==> src/rtl/ce_guard_pkg.sv <==
package ce_guard_pkg;

  typedef enum logic [1:0] {
    ST_RECOVER = 2'd0,
    ST_PASS    = 2'd1,
    ST_GRACE   = 2'd2,
    ST_LOCKED  = 2'd3
  } guard_state_e;

  // strobes from control to datapath
  typedef struct packed {
    logic cntClr;
    logic cntInc;
    logic passEn;
  } guard_strobe_t;

endpackage

==> src/rtl/ce_guard_sync.sv <==
module ce_guard_sync #(
  parameter int STAGES = 2
) (
  input  logic clk,
  input  logic rstN,
  input  logic dIn,
  output logic dOut
);
  logic [STAGES-1:0] stage;

  generate
    for (genvar i = 0; i < STAGES; i++) begin : g_stage
      if (i == 0) begin : g_first
        always_ff @(posedge clk) begin
          if (!rstN) stage[0] <= 1'b0;
          else       stage[0] <= dIn;
        end
      end else begin : g_next
        always_ff @(posedge clk) begin
          if (!rstN) stage[i] <= 1'b0;
          else       stage[i] <= stage[i-1];
        end
      end
    end
  endgenerate

  assign dOut = stage[STAGES-1];
endmodule

==> src/rtl/ce_guard_ctrl.sv <==
module ce_guard_ctrl
  import ce_guard_pkg::*;
(
  input  logic          clk,
  input  logic          rstN,
  input  logic          pgOk,
  input  logic          hostCeN,
  input  logic          graceDone,
  input  logic          recDone,
  output guard_strobe_t strobe
);
  guard_state_e state, stateNext;

  always_ff @(posedge clk) begin
    if (!rstN) state <= ST_RECOVER;
    else       state <= stateNext;
  end

  always_comb begin
    stateNext = state;
    strobe    = '0;
    unique case (state)
      ST_RECOVER: begin
        if (!pgOk) begin
          stateNext     = ST_LOCKED;
          strobe.cntClr = 1'b1;
        end else if (recDone) begin
          stateNext     = ST_PASS;
          strobe.cntClr = 1'b1;
        end else begin
          strobe.cntInc = 1'b1;
        end
      end
      ST_PASS: begin
        strobe.passEn = 1'b1;
        strobe.cntClr = 1'b1;
        if (!pgOk) stateNext = hostCeN ? ST_LOCKED : ST_GRACE;
      end
      ST_GRACE: begin
        // grace ignores power-good; only the host or the timer ends it
        strobe.passEn = 1'b1;
        if (hostCeN || graceDone) begin
          stateNext     = ST_LOCKED;
          strobe.cntClr = 1'b1;
        end else begin
          strobe.cntInc = 1'b1;
        end
      end
      ST_LOCKED: begin
        strobe.cntClr = 1'b1;
        if (pgOk) stateNext = ST_RECOVER;
      end
      default: begin
        stateNext     = ST_LOCKED;
        strobe.cntClr = 1'b1;
      end
    endcase
  end
endmodule

==> src/rtl/ce_guard_dp.sv <==
module ce_guard_dp
  import ce_guard_pkg::*;
#(
  parameter int GRACE_CYCLES = 8,
  parameter int REC_CYCLES   = 16
) (
  input  logic          clk,
  input  logic          rstN,
  input  logic          hostCeN,
  input  guard_strobe_t strobe,
  output logic          graceDone,
  output logic          recDone,
  output logic          memCeN
);
  localparam int MAX_CNT = (GRACE_CYCLES > REC_CYCLES) ? GRACE_CYCLES : REC_CYCLES;
  localparam int CW      = $clog2(MAX_CNT + 1);
  localparam logic [CW-1:0] GRACE_LAST = CW'(GRACE_CYCLES - 1);
  localparam logic [CW-1:0] REC_LAST   = CW'(REC_CYCLES - 1);

  logic [CW-1:0] cycleCnt;

  always_ff @(posedge clk) begin
    if (!rstN)              cycleCnt <= '0;
    else if (strobe.cntClr) cycleCnt <= '0;
    else if (strobe.cntInc) cycleCnt <= cycleCnt + 1'b1;
  end

  assign graceDone = (cycleCnt == GRACE_LAST);
  assign recDone   = (cycleCnt == REC_LAST);

  // combinational pass-through; forced high when not enabled
  assign memCeN = hostCeN | ~strobe.passEn;
endmodule

==> src/rtl/ce_guard.sv <==
module ce_guard
  import ce_guard_pkg::*;
#(
  parameter int GRACE_CYCLES = 8,
  parameter int REC_CYCLES   = 16,
  parameter int SYNC_STAGES  = 2
) (
  input  logic clk,
  input  logic rstN,
  input  logic hostCeN,
  input  logic powerGood,
  output logic memCeN
);
  logic          pgOk;
  logic          graceDone;
  logic          recDone;
  guard_strobe_t strobe;

  ce_guard_sync #(.STAGES(SYNC_STAGES)) u_sync (
    .clk  (clk),
    .rstN (rstN),
    .dIn  (powerGood),
    .dOut (pgOk)
  );

  ce_guard_ctrl u_ctrl (
    .clk       (clk),
    .rstN      (rstN),
    .pgOk      (pgOk),
    .hostCeN   (hostCeN),
    .graceDone (graceDone),
    .recDone   (recDone),
    .strobe    (strobe)
  );

  ce_guard_dp #(
    .GRACE_CYCLES (GRACE_CYCLES),
    .REC_CYCLES   (REC_CYCLES)
  ) u_dp (
    .clk       (clk),
    .rstN      (rstN),
    .hostCeN   (hostCeN),
    .strobe    (strobe),
    .graceDone (graceDone),
    .recDone   (recDone),
    .memCeN    (memCeN)
  );
endmodule

==> config.mk <==
export PLATFORM = sky130hd
export DESIGN_NAME = ce_guard
export DESIGN_NICKNAME = d
export VERILOG_FILES = /design/src/rtl/ce_guard_pkg.sv /design/src/rtl/ce_guard_sync.sv /design/src/rtl/ce_guard_ctrl.sv /design/src/rtl/ce_guard_dp.sv /design/src/rtl/ce_guard.sv
export SDC_FILE = /design/constraint.sdc
export NUM_CORES = 1
export LEC_CHECK = 0
export BUFFER_PORTS_ARGS = -buffer_cell sky130_fd_sc_hd__buf_4
export CORE_AREA = 2 2 39 41
export CTS_CLUSTER_SIZE = 24
export DETAILED_ROUTE_END_ITERATION = 6
export DIE_AREA = 0 0 41 43
export PLACE_DENSITY = 0.63
export SYNTH_ARGS = -nofsm -noshare
export SYNTH_HDL_FRONTEND = slang
export SYNTH_SLANG_ARGS = --single-unit
==> constraint.sdc <==
create_clock -name clk -period 2.3 [get_ports clk]
set_input_delay 0.23 -clock clk [delete_from_list [all_inputs] [get_ports clk]]
set_output_delay 0.23 -clock clk [all_outputs]
set_load 0.03 [all_outputs]
Word level (Yosys, flattened, before mapping)
Index checks and enable logic that the tools add are counted.

Flip-flop bits (word level): 9.

Add/sub/neg operators: 1. Equal/unequal tests: 9. Multiplexer cells: 16. Bitwise logic cells: 3. Reductions and logical operators: 6.

Operators with widths (number): $mux W2 (5); $mux W1 (8); $pmux W2 S4 (1); $reduce_or A2 Y1 (3); $add A5 B1 Y5 const B (1); $eq A5 B3 Y1 const B (1); $eq A5 B4 Y1 const B (1); $eq A2 B2 Y1 const B (2); $ne A2 B2 Y1 const B (2); $reduce_and A4 Y1 (1); $ne A3 B3 Y1 const B (1); $pmux W1 S3 (1); $eq A2 B1 Y1 const B (1); $logic_not A2 Y1 (1); $ne A2 B1 Y1 const B (1); $not A1 Y1 (2); $pmux W1 S2 (1); $logic_or A1 B1 Y1 (1); $or A1 B1 Y1 (1).

Logic depth before layout (Yosys ltp)
Gate-level depths: netlist of the first run.

Depth after elaboration: 5. Gate-level depth with buffers: 7.

By module
From an unflattened synthesis of the first run, not the netlist that was laid out.

Cells, all modules: 57. Area total of the unflattened synthesis: 543.0 µm².

By module, submodules not included: ce_guard_dp (times used 1, cells an instance 27, area each 254.0 µm², sequential area each 100.1 µm²); ce_guard_ctrl (times used 1, cells an instance 26, area each 236.5 µm², sequential area each 40.0 µm²); ce_guard_sync (times used 1, cells an instance 4, area each 52.6 µm², sequential area each 40.0 µm²).

Worst setup path before layout of the first run
Ideal clock, no wire load.

Path kind: register to register. From: register u_dp.cycleCnt[0]. To: register u_dp.cycleCnt[3]. Library setup time: 0.070 ns. Arrival: 1.725 ns. Required time: 2.230 ns. Setup slack: 0.505 ns. Stages on the path, launching flop included: 8. Path buffers: 0. Cell sequence: dfxtp_1 -> ha_1 -> and3_1 -> ha_1 -> nand3b_1 -> o21a_1 -> or3_1 -> a21oi_1.

Word-level cells in the longest chain between the ends: 5.

Ends and longest elaborated chain: start: declaration (RTL line ce_guard_dp.sv:20) `logic [CW-1:0] cycleCnt;`; start signal: assignment (RTL line ce_guard_dp.sv:25) `else if (strobe.cntInc) cycleCnt <= cycleCnt + 1'b1;`; $eq A5 B4 Y1 or $eq A5 B3 Y1 (tied branches) (RTL line ce_guard_dp.sv:29, ce_guard_dp.sv:28); $mux W1 or $logic_or A1 B1 Y1 (tied branches) (RTL line ce_guard_ctrl.sv:27, ce_guard_ctrl.sv:42); $mux W1, on equally long branches (RTL line ce_guard_ctrl.sv:24, ce_guard_ctrl.sv:42); $pmux W1 S3 (RTL line ce_guard_ctrl.sv:22) `unique case (state)`; $reduce_or A2 Y1 (no source line).

Parallel ways exist; a longest one is shown, timed or not. A chain may end at the register's enable or synchronous reset.

Final worst setup path of the first run
Same ends and word-level chain as after synthesis.

==> impl_metrics.csv, run 1 <==
group,metric,value,unit
floorplan,core_area,1380,um2
route,vias_per_cell,5.15,
timing,maxSlewViolCount,0,
cts,cts_setup_buffers,0,
hold_path,min_to,"u_sync.stage[0]",
worst_setup_path,startpoint_type,"flop",
job,drv_cap,0,
cts,clock_sinks,9,
timing,tightest_slew,456,ps
global_routing,grt_pass1_vias,386,
timing,hold_viol,0,
worst_setup_path,r2r_cells,7,
timing,fmax,0.524,GHz
worst_setup_path,critPathCaptureType,"flop",
cts,cts_root_buffer,"clkbuf_4",
cts,postCtsHoldBufs,0,
logic_synthesis,syn-cell-area,548,um2
final_layout,drive_gt1_frac,0.138,
floorplan,die_area,1760,um2
place,gp_congestion,0.777,
route,dr.first_iter.drc_count,2,
timing,setup_viol,0,
worst_setup_path,path_cells,"ha_1 -> and3_1 -> ha_1 -> nand3b_1 -> o21a_1 -> or3_1 -> a21oi_1",
worst_setup_path,crit_fanout,4,
route,wl,915,um
route,num_vias,417,
power_and_ir_drop,irDropWorstVdd,0.000533,V
place,place.detailed.hpwl,712,um
logic_synthesis,synth.ff_latch_count,9,
cts,clk_pin_slew,60,ps
timing,rsz0062_at_grt,"no",
final_layout,fillerInstances,140,
route,drc,0,
run_status,outcome,"finished, final reports clean",
hold_path,min_from,"powerGood",
logic_synthesis,postSynthAreaPerCell,9.61,um2
timing,fin_tns_setup,0,ps
final_layout,syn2layout_area_growth,13.9,%
global_routing,grt_util_all_layers,0.137,
worst_setup_path,crit_required,2480,ps
floorplan,die_x,41,um
cts,cts_tree,"built",
logic_synthesis,yosys.cell_types.count,27,
cts,clk_latency,250,ps
global_routing,grt_pass1_wl,1.59,mm
logic_synthesis,syn_inst,57,
hold_path,whs_path_depth,2,
cts,cts_repair_resize_count,0,
timing,fin_skew,2.34,ps
route,ant_nets,0,
worst_setup_path,reg2reg_slack,390,ps
global_routing,grt_max_degree,7,
floorplan,start_util,0.396,
worst_setup_path,worstReg2RegEnd,"u_dp.cycleCnt[3]",
floorplan,die_h,43,um
final_layout,fin_nets,77,
hold_path,min_path_type,"primary input to flop",
logic_synthesis,synth_warnings,0,
timing,period_share,0.830,
timing,slew_headroom,0.696,
power_and_ir_drop,p_per_area,1030,nW/um2
cts,cts_buffers,3,
timing,period_needed,1910,ps
worst_setup_path,startpoint,"u_dp.cycleCnt[0]",
worst_setup_path,max_stage_delay,340,ps
worst_setup_path,r2r-start,"u_dp.cycleCnt[0]",
place,portBuffers,4,
logic_synthesis,seq_area_frac_synth,0.329,
worst_setup_path,cp.arrival,2090,ps
worst_setup_path,critPathKind,"flop to flop",
route,wl_per_cell,11.3,um
power_and_ir_drop,p_leak,0.245,nW
final_layout,antennaDiodeCount,0,
cts,htree_levels,1,
cts,cts_max_path_buffers,2,
power_and_ir_drop,p_total,0.643,mW
global_routing,overflow,0,
global_routing,antenna_found_initial,0,
worst_setup_path,timing.critical_path.mode_cell,"ha_1",
worst_setup_path,worst_path_max_delay_cell,"or3_1",
logic_synthesis,synth_nets,68,
floorplan,row_count,14,
route,drt_pass1_iterations,4,
floorplan,ios,5,
==> critical path: cells and delay by family, from the launching register on <==
family                   cells  cell delay [ps]
AO/OA/AOI/OAI                2              300
adder cells (fa/ha/maj)      2              440
flip-flops                   1              330
AND/OR/NAND/NOR              3              760
==> how the worst max path moves through the flow <==
stage | to | depth (start not counted)
5_1_grt | u_dp.cycleCnt[3] | 7
3_3_place_gp | u_dp.cycleCnt[3] | 7
4_1_cts | u_dp.cycleCnt[3] | 7
3_5_place_dp | u_dp.cycleCnt[3] | 7
6_report | u_dp.cycleCnt[3] | 7
2_1_floorplan | u_dp.cycleCnt[3] | 7
==> per-stage QoR <==
stage	utilization	instance area, um2	setup WS, ps	std cells	hold WS, ps
after global routing	0.451	624	244	81	168
final	0.451	624	390	81	186
after detailed placement	0.432	598	392	77	422
after floorplan	-	548	505	57	352
after CTS	0.451	624	382	81	170
after global placement	0.432	598	427	77	415
==> per-layer routing <==
layer  GRT usage  vias up  wire length (um)
li1            -      227                 -
met1       0.193      186               479
met2       0.175        2               403
met3      0.0157        2                15
met4       0.120        0                17
met5           0        -                 0
==> kinds of logic after synthesis <==
group,count (synthesis),share of synthesized area
and+or+nand+nor,21,0.237
xor gates and xnor gates,2,0.0320
adders and majority gates,7,0.160
AOI/OAI and AO/OA,13,0.185
buffers and inverters,3,0.0205
muxes,2,0.0365
DFF,9,0.329
==> cell type report <==
cell class | count | area [um2] | share of cell area
Sequential cell | 9 | 180 | 0.289
Inverter | 3 | 11.3 | 0.0180
Multi-Input combinational cell | 45 | 357 | 0.571
Timing Repair Buffer | 4 | 30.0 | 0.0481
Tap cell | 16 | 20.0 | 0.0321
Clock buffer | 4 | 26.3 | 0.0421
==> registers in the layout (all words and copies together) (netlist names) <==
name,flops
u_dp.cycleCnt,5
u_ctrl.state,2
u_sync.stage,1
u_sync.dOut,1
==> power breakdown <==
part           switching (mW)  internal [mW]
clock network          0.0521         0.0667
registers              0.0253          0.182
logic                   0.181          0.136
total                   0.258          0.385
==> Yosys cell counts <==
cell type / count / share of area
a211oi_1: 1 / 0.014
inv_1: 3 / 0.021
nand2_1: 2 / 0.014
and4bb_4: 1 / 0.030
and3_1: 2 / 0.023
o211ai_4: 1 / 0.039
nand4b_1: 1 / 0.016
a21oi_1: 2 / 0.018
o21ai_1: 3 / 0.027
ha_1: 7 / 0.16
and2_1: 2 / 0.023
a2111o_1: 1 / 0.021
a211o_1: 1 / 0.016
xnor2_1: 2 / 0.032
o21ai_0: 1 / 0.0091
nand3b_1: 1 / 0.014
o31ai_1: 1 / 0.014
mux2i_1: 2 / 0.037
dfxtp_1: 9 / 0.33
nor4b_1: 1 / 0.016
o21a_1: 1 / 0.014
a21boi_1: 1 / 0.014
nand2b_1: 2 / 0.023
nor2_1: 6 / 0.041
nand3_1: 1 / 0.0091
and4b_1: 1 / 0.018
or3_1: 1 / 0.011
==> cells in the final DEF, fill, tap and decap left out <==
| master | instances |
|---|---|
| a2111o_1 | 1 |
| buf_4 | 4 |
| nor2_1 | 6 |
| or3_1 | 1 |
| a21oi_1 | 2 |
| mux2i_1 | 2 |
| clkbuf_1 | 1 |
| a211oi_1 | 1 |
| a211o_1 | 1 |
| xnor2_1 | 2 |
| dfxtp_1 | 9 |
| inv_1 | 3 |
| ha_1 | 7 |
| nand2b_1 | 2 |
| o21ai_0 | 1 |
| clkbuf_4 | 3 |
| o31ai_1 | 1 |
| o21ai_1 | 3 |
| and3_1 | 2 |
| o21a_1 | 1 |
| and4b_1 | 1 |
| nand2_1 | 2 |
| o211ai_4 | 1 |
| and2_1 | 2 |
| nand3b_1 | 1 |
| nand3_1 | 1 |
| nor4b_1 | 1 |
| a21boi_1 | 1 |
| and4bb_4 | 1 |
| nand4b_1 | 1 |
No activity file was read; power rests on OpenSTA's default activity.
==> run 2, diff against run 1 <==
--- a/config.mk
+++ b/config.mk
@@ -10,7 +10,7 @@
 export CTS_CLUSTER_SIZE = 24
 export DETAILED_ROUTE_END_ITERATION = 6
 export DIE_AREA = 0 0 41 43
-export PLACE_DENSITY = 0.63
+export PLACE_DENSITY = 0.65
 export SYNTH_ARGS = -nofsm -noshare
 export SYNTH_HDL_FRONTEND = slang
 export SYNTH_SLANG_ARGS = --single-unit
==> constraint.sdc (replaced) <==
create_clock -name clk -period 1.63 [get_ports clk]
set_input_delay 0.163 -clock clk [delete_from_list [all_inputs] [get_ports clk]]
set_output_delay 0.163 -clock clk [all_outputs]
set_load 0.03 [all_outputs]
==> run 2 against run 1 <==
The run now ends with setup timing left. Sequential cell count stayed put. Count of clock-buffer cells in the layout is the same. Maximum frequency increased by 13%. Clock power is 42% higher. Sequential share of layout area is 4.4 points lower. Critical path type unchanged. Highest routed layer unchanged.
==> impl_metrics.csv, run 2 (same netlist as run 1, synthesis figures left out) <==
group,metric,value,unit
floorplan,die_x,41,um
cts,clk_pin_slew,60,ps
route,wl,1.01,mm
timing,maxSlewViolCount,0,
timing,holdWs,118,ps
final_layout,final_cell_area,747,um2
worst_setup_path,max_stage_delay,350,ps
run_status,outcome,"complete, but fails checks",
worst_setup_path,timing.critical_path.mode_cell,"ha_4",
cts,cts_root_buffer,"clkbuf_4",
power_and_ir_drop,p_total,1.01,mW
hold_path,min_path_type,"primary input to flop",
global_routing,overflow,0,
place,place_inst,83,
final_layout,multi_input_area,402,um2
place,place.detailed.hpwl,792,um
power_and_ir_drop,irDropWorstVdd,0.000707,V
place,gp_congestion,0.771,
worst_setup_path,critPathCaptureType,"flop",
final_layout,reg_top3,"u_dp.cycleCnt x5, u_ctrl.state x2",
worst_setup_path,crit_buf_inv,1,
global_routing,grt_pass1_vias,412,
cts,cts_buffers,3,
final_layout,drive_gt1_frac,0.347,
worst_setup_path,startpoint_type,"flop",
global_routing,grt_max_degree,7,
timing,slew_headroom,0.765,
floorplan,die_area,1760,um2
global_routing,grt_pass1_wl,1.64,mm
global_routing,grt_util_all_layers,0.137,
final_layout,fillerInstances,137,
final_layout,layout_commonest_cell,"buf_4",
cts,cts_max_path_buffers,2,
floorplan,die_h,43,um
power_and_ir_drop,p_leak,0.295,nW
timing,tightest_slew,348,ps
worst_setup_path,crit_fanout,4,
route,drc,0,
route,wl_per_cell,11.1,um
timing,period_needed,1690,ps
final_layout,layout_common_cells,"14 x buf_4, 7 x dfxtp_1, 6 x nor2_1",
final_layout,largest_register_ffs,5,
timing,rsz0062_at_grt,"yes",
timing,fin_skew,5.57,ps
power_and_ir_drop,p_per_area,1350,nW/um2
cts,clk_latency,250,ps
final_layout,regMostFlops,"u_dp.cycleCnt",
final_layout,register_area,183,um2
route,vias_per_cell,5.07,
timing,fmax,0.590,GHz
cts,clock_sinks,9,
final_layout,antennaDiodeCount,0,
cts,cts_tree,"built",
worst_setup_path,worst_path_max_delay_cell,"dfxtp_2",
route,dr.first_iter.drc_count,5,
place,dp_slack,-113,ps
final_layout,fin_nets,87,
global_routing,antenna_found_initial,0,
worst_setup_path,cp.arrival,1840,ps
place,dpl-instance-area,666,um2
run_status,violations,"setup timing",
cts,postCtsHoldBufs,0,
place,portBuffers,4,
floorplan,ios,5,
timing,setup_viol,1,
worst_setup_path,critPathKind,"flop to flop",
route,num_vias,461,
worst_setup_path,crit_required,1780,ps
final_layout,final_cells,91,
route,drt_pass1_iterations,4,
worst_setup_path,path_cells,"ha_4 -> and3_4 -> ha_4 -> nand3b_1 -> buf_4 -> o211ai_4 -> a2111o_1 -> and3_1",
route,ant_nets,0,
timing,setup_slack,-64.7,ps
floorplan,row_count,14,
cts,htree_levels,1,
timing,period_share,1.04,
floorplan,core_area,1380,um2
final_layout,finish.utilization,0.540,
timing,fin_tns_setup,-64.7,ps
timing,hold_viol,0,
final_layout,syn2layout_area_growth,36.3,%
worst_setup_path,critPathTopFamily,"simple AND/OR/NAND/NOR gates",
floorplan,start_util,0.396,
job,drv_cap,0,
## run 2: power breakdown
part / switching (mW) / total (mW) / internal [mW]
combinational: 0.288 / 0.556 / 0.267
clock: 0.0749 / 0.169 / 0.0941
sequential: 0.0236 / 0.282 / 0.258
total: 0.387 / 1.01 / 0.620
## run 2: what timing repair did
action,CTS,global route
endpoints found under the setup margin,5,6
resized for setup,4,0
setup buffers,4,0
pin swaps,2,3
endpoints found under the hold margin,0,0
## run 2: final cells by class
class / count / share of cell area
flip-flops and latches: 9 / 0.245
well taps: 16 / 0.0268
clock buffers: 4 / 0.0352
repair buffers: 14 / 0.141
multi-input cells: 45 / 0.538
inverters: 3 / 0.0151
## run 2: path summary, 6_finish.rpt
path                            depth (start not counted)              end             start  slack, ps
worst max-delay path                                    8  u_ctrl.state[0]  u_dp.cycleCnt[0]        -60
worst min-delay path                                    2  u_sync.stage[0]         powerGood        120
worst min register to register                          1      u_sync.dOut   u_sync.stage[0]        430
worst max register to register                          8  u_ctrl.state[0]  u_dp.cycleCnt[0]        -60
## run 2: per-layer routing
metal	track usage	part of all wire	wire length, um
met5	0	0	0
met4	0.0600	0.0089	9
met3	0.0314	0.0099	10
met2	0.206	0.47	476
met1	0.179	0.51	518
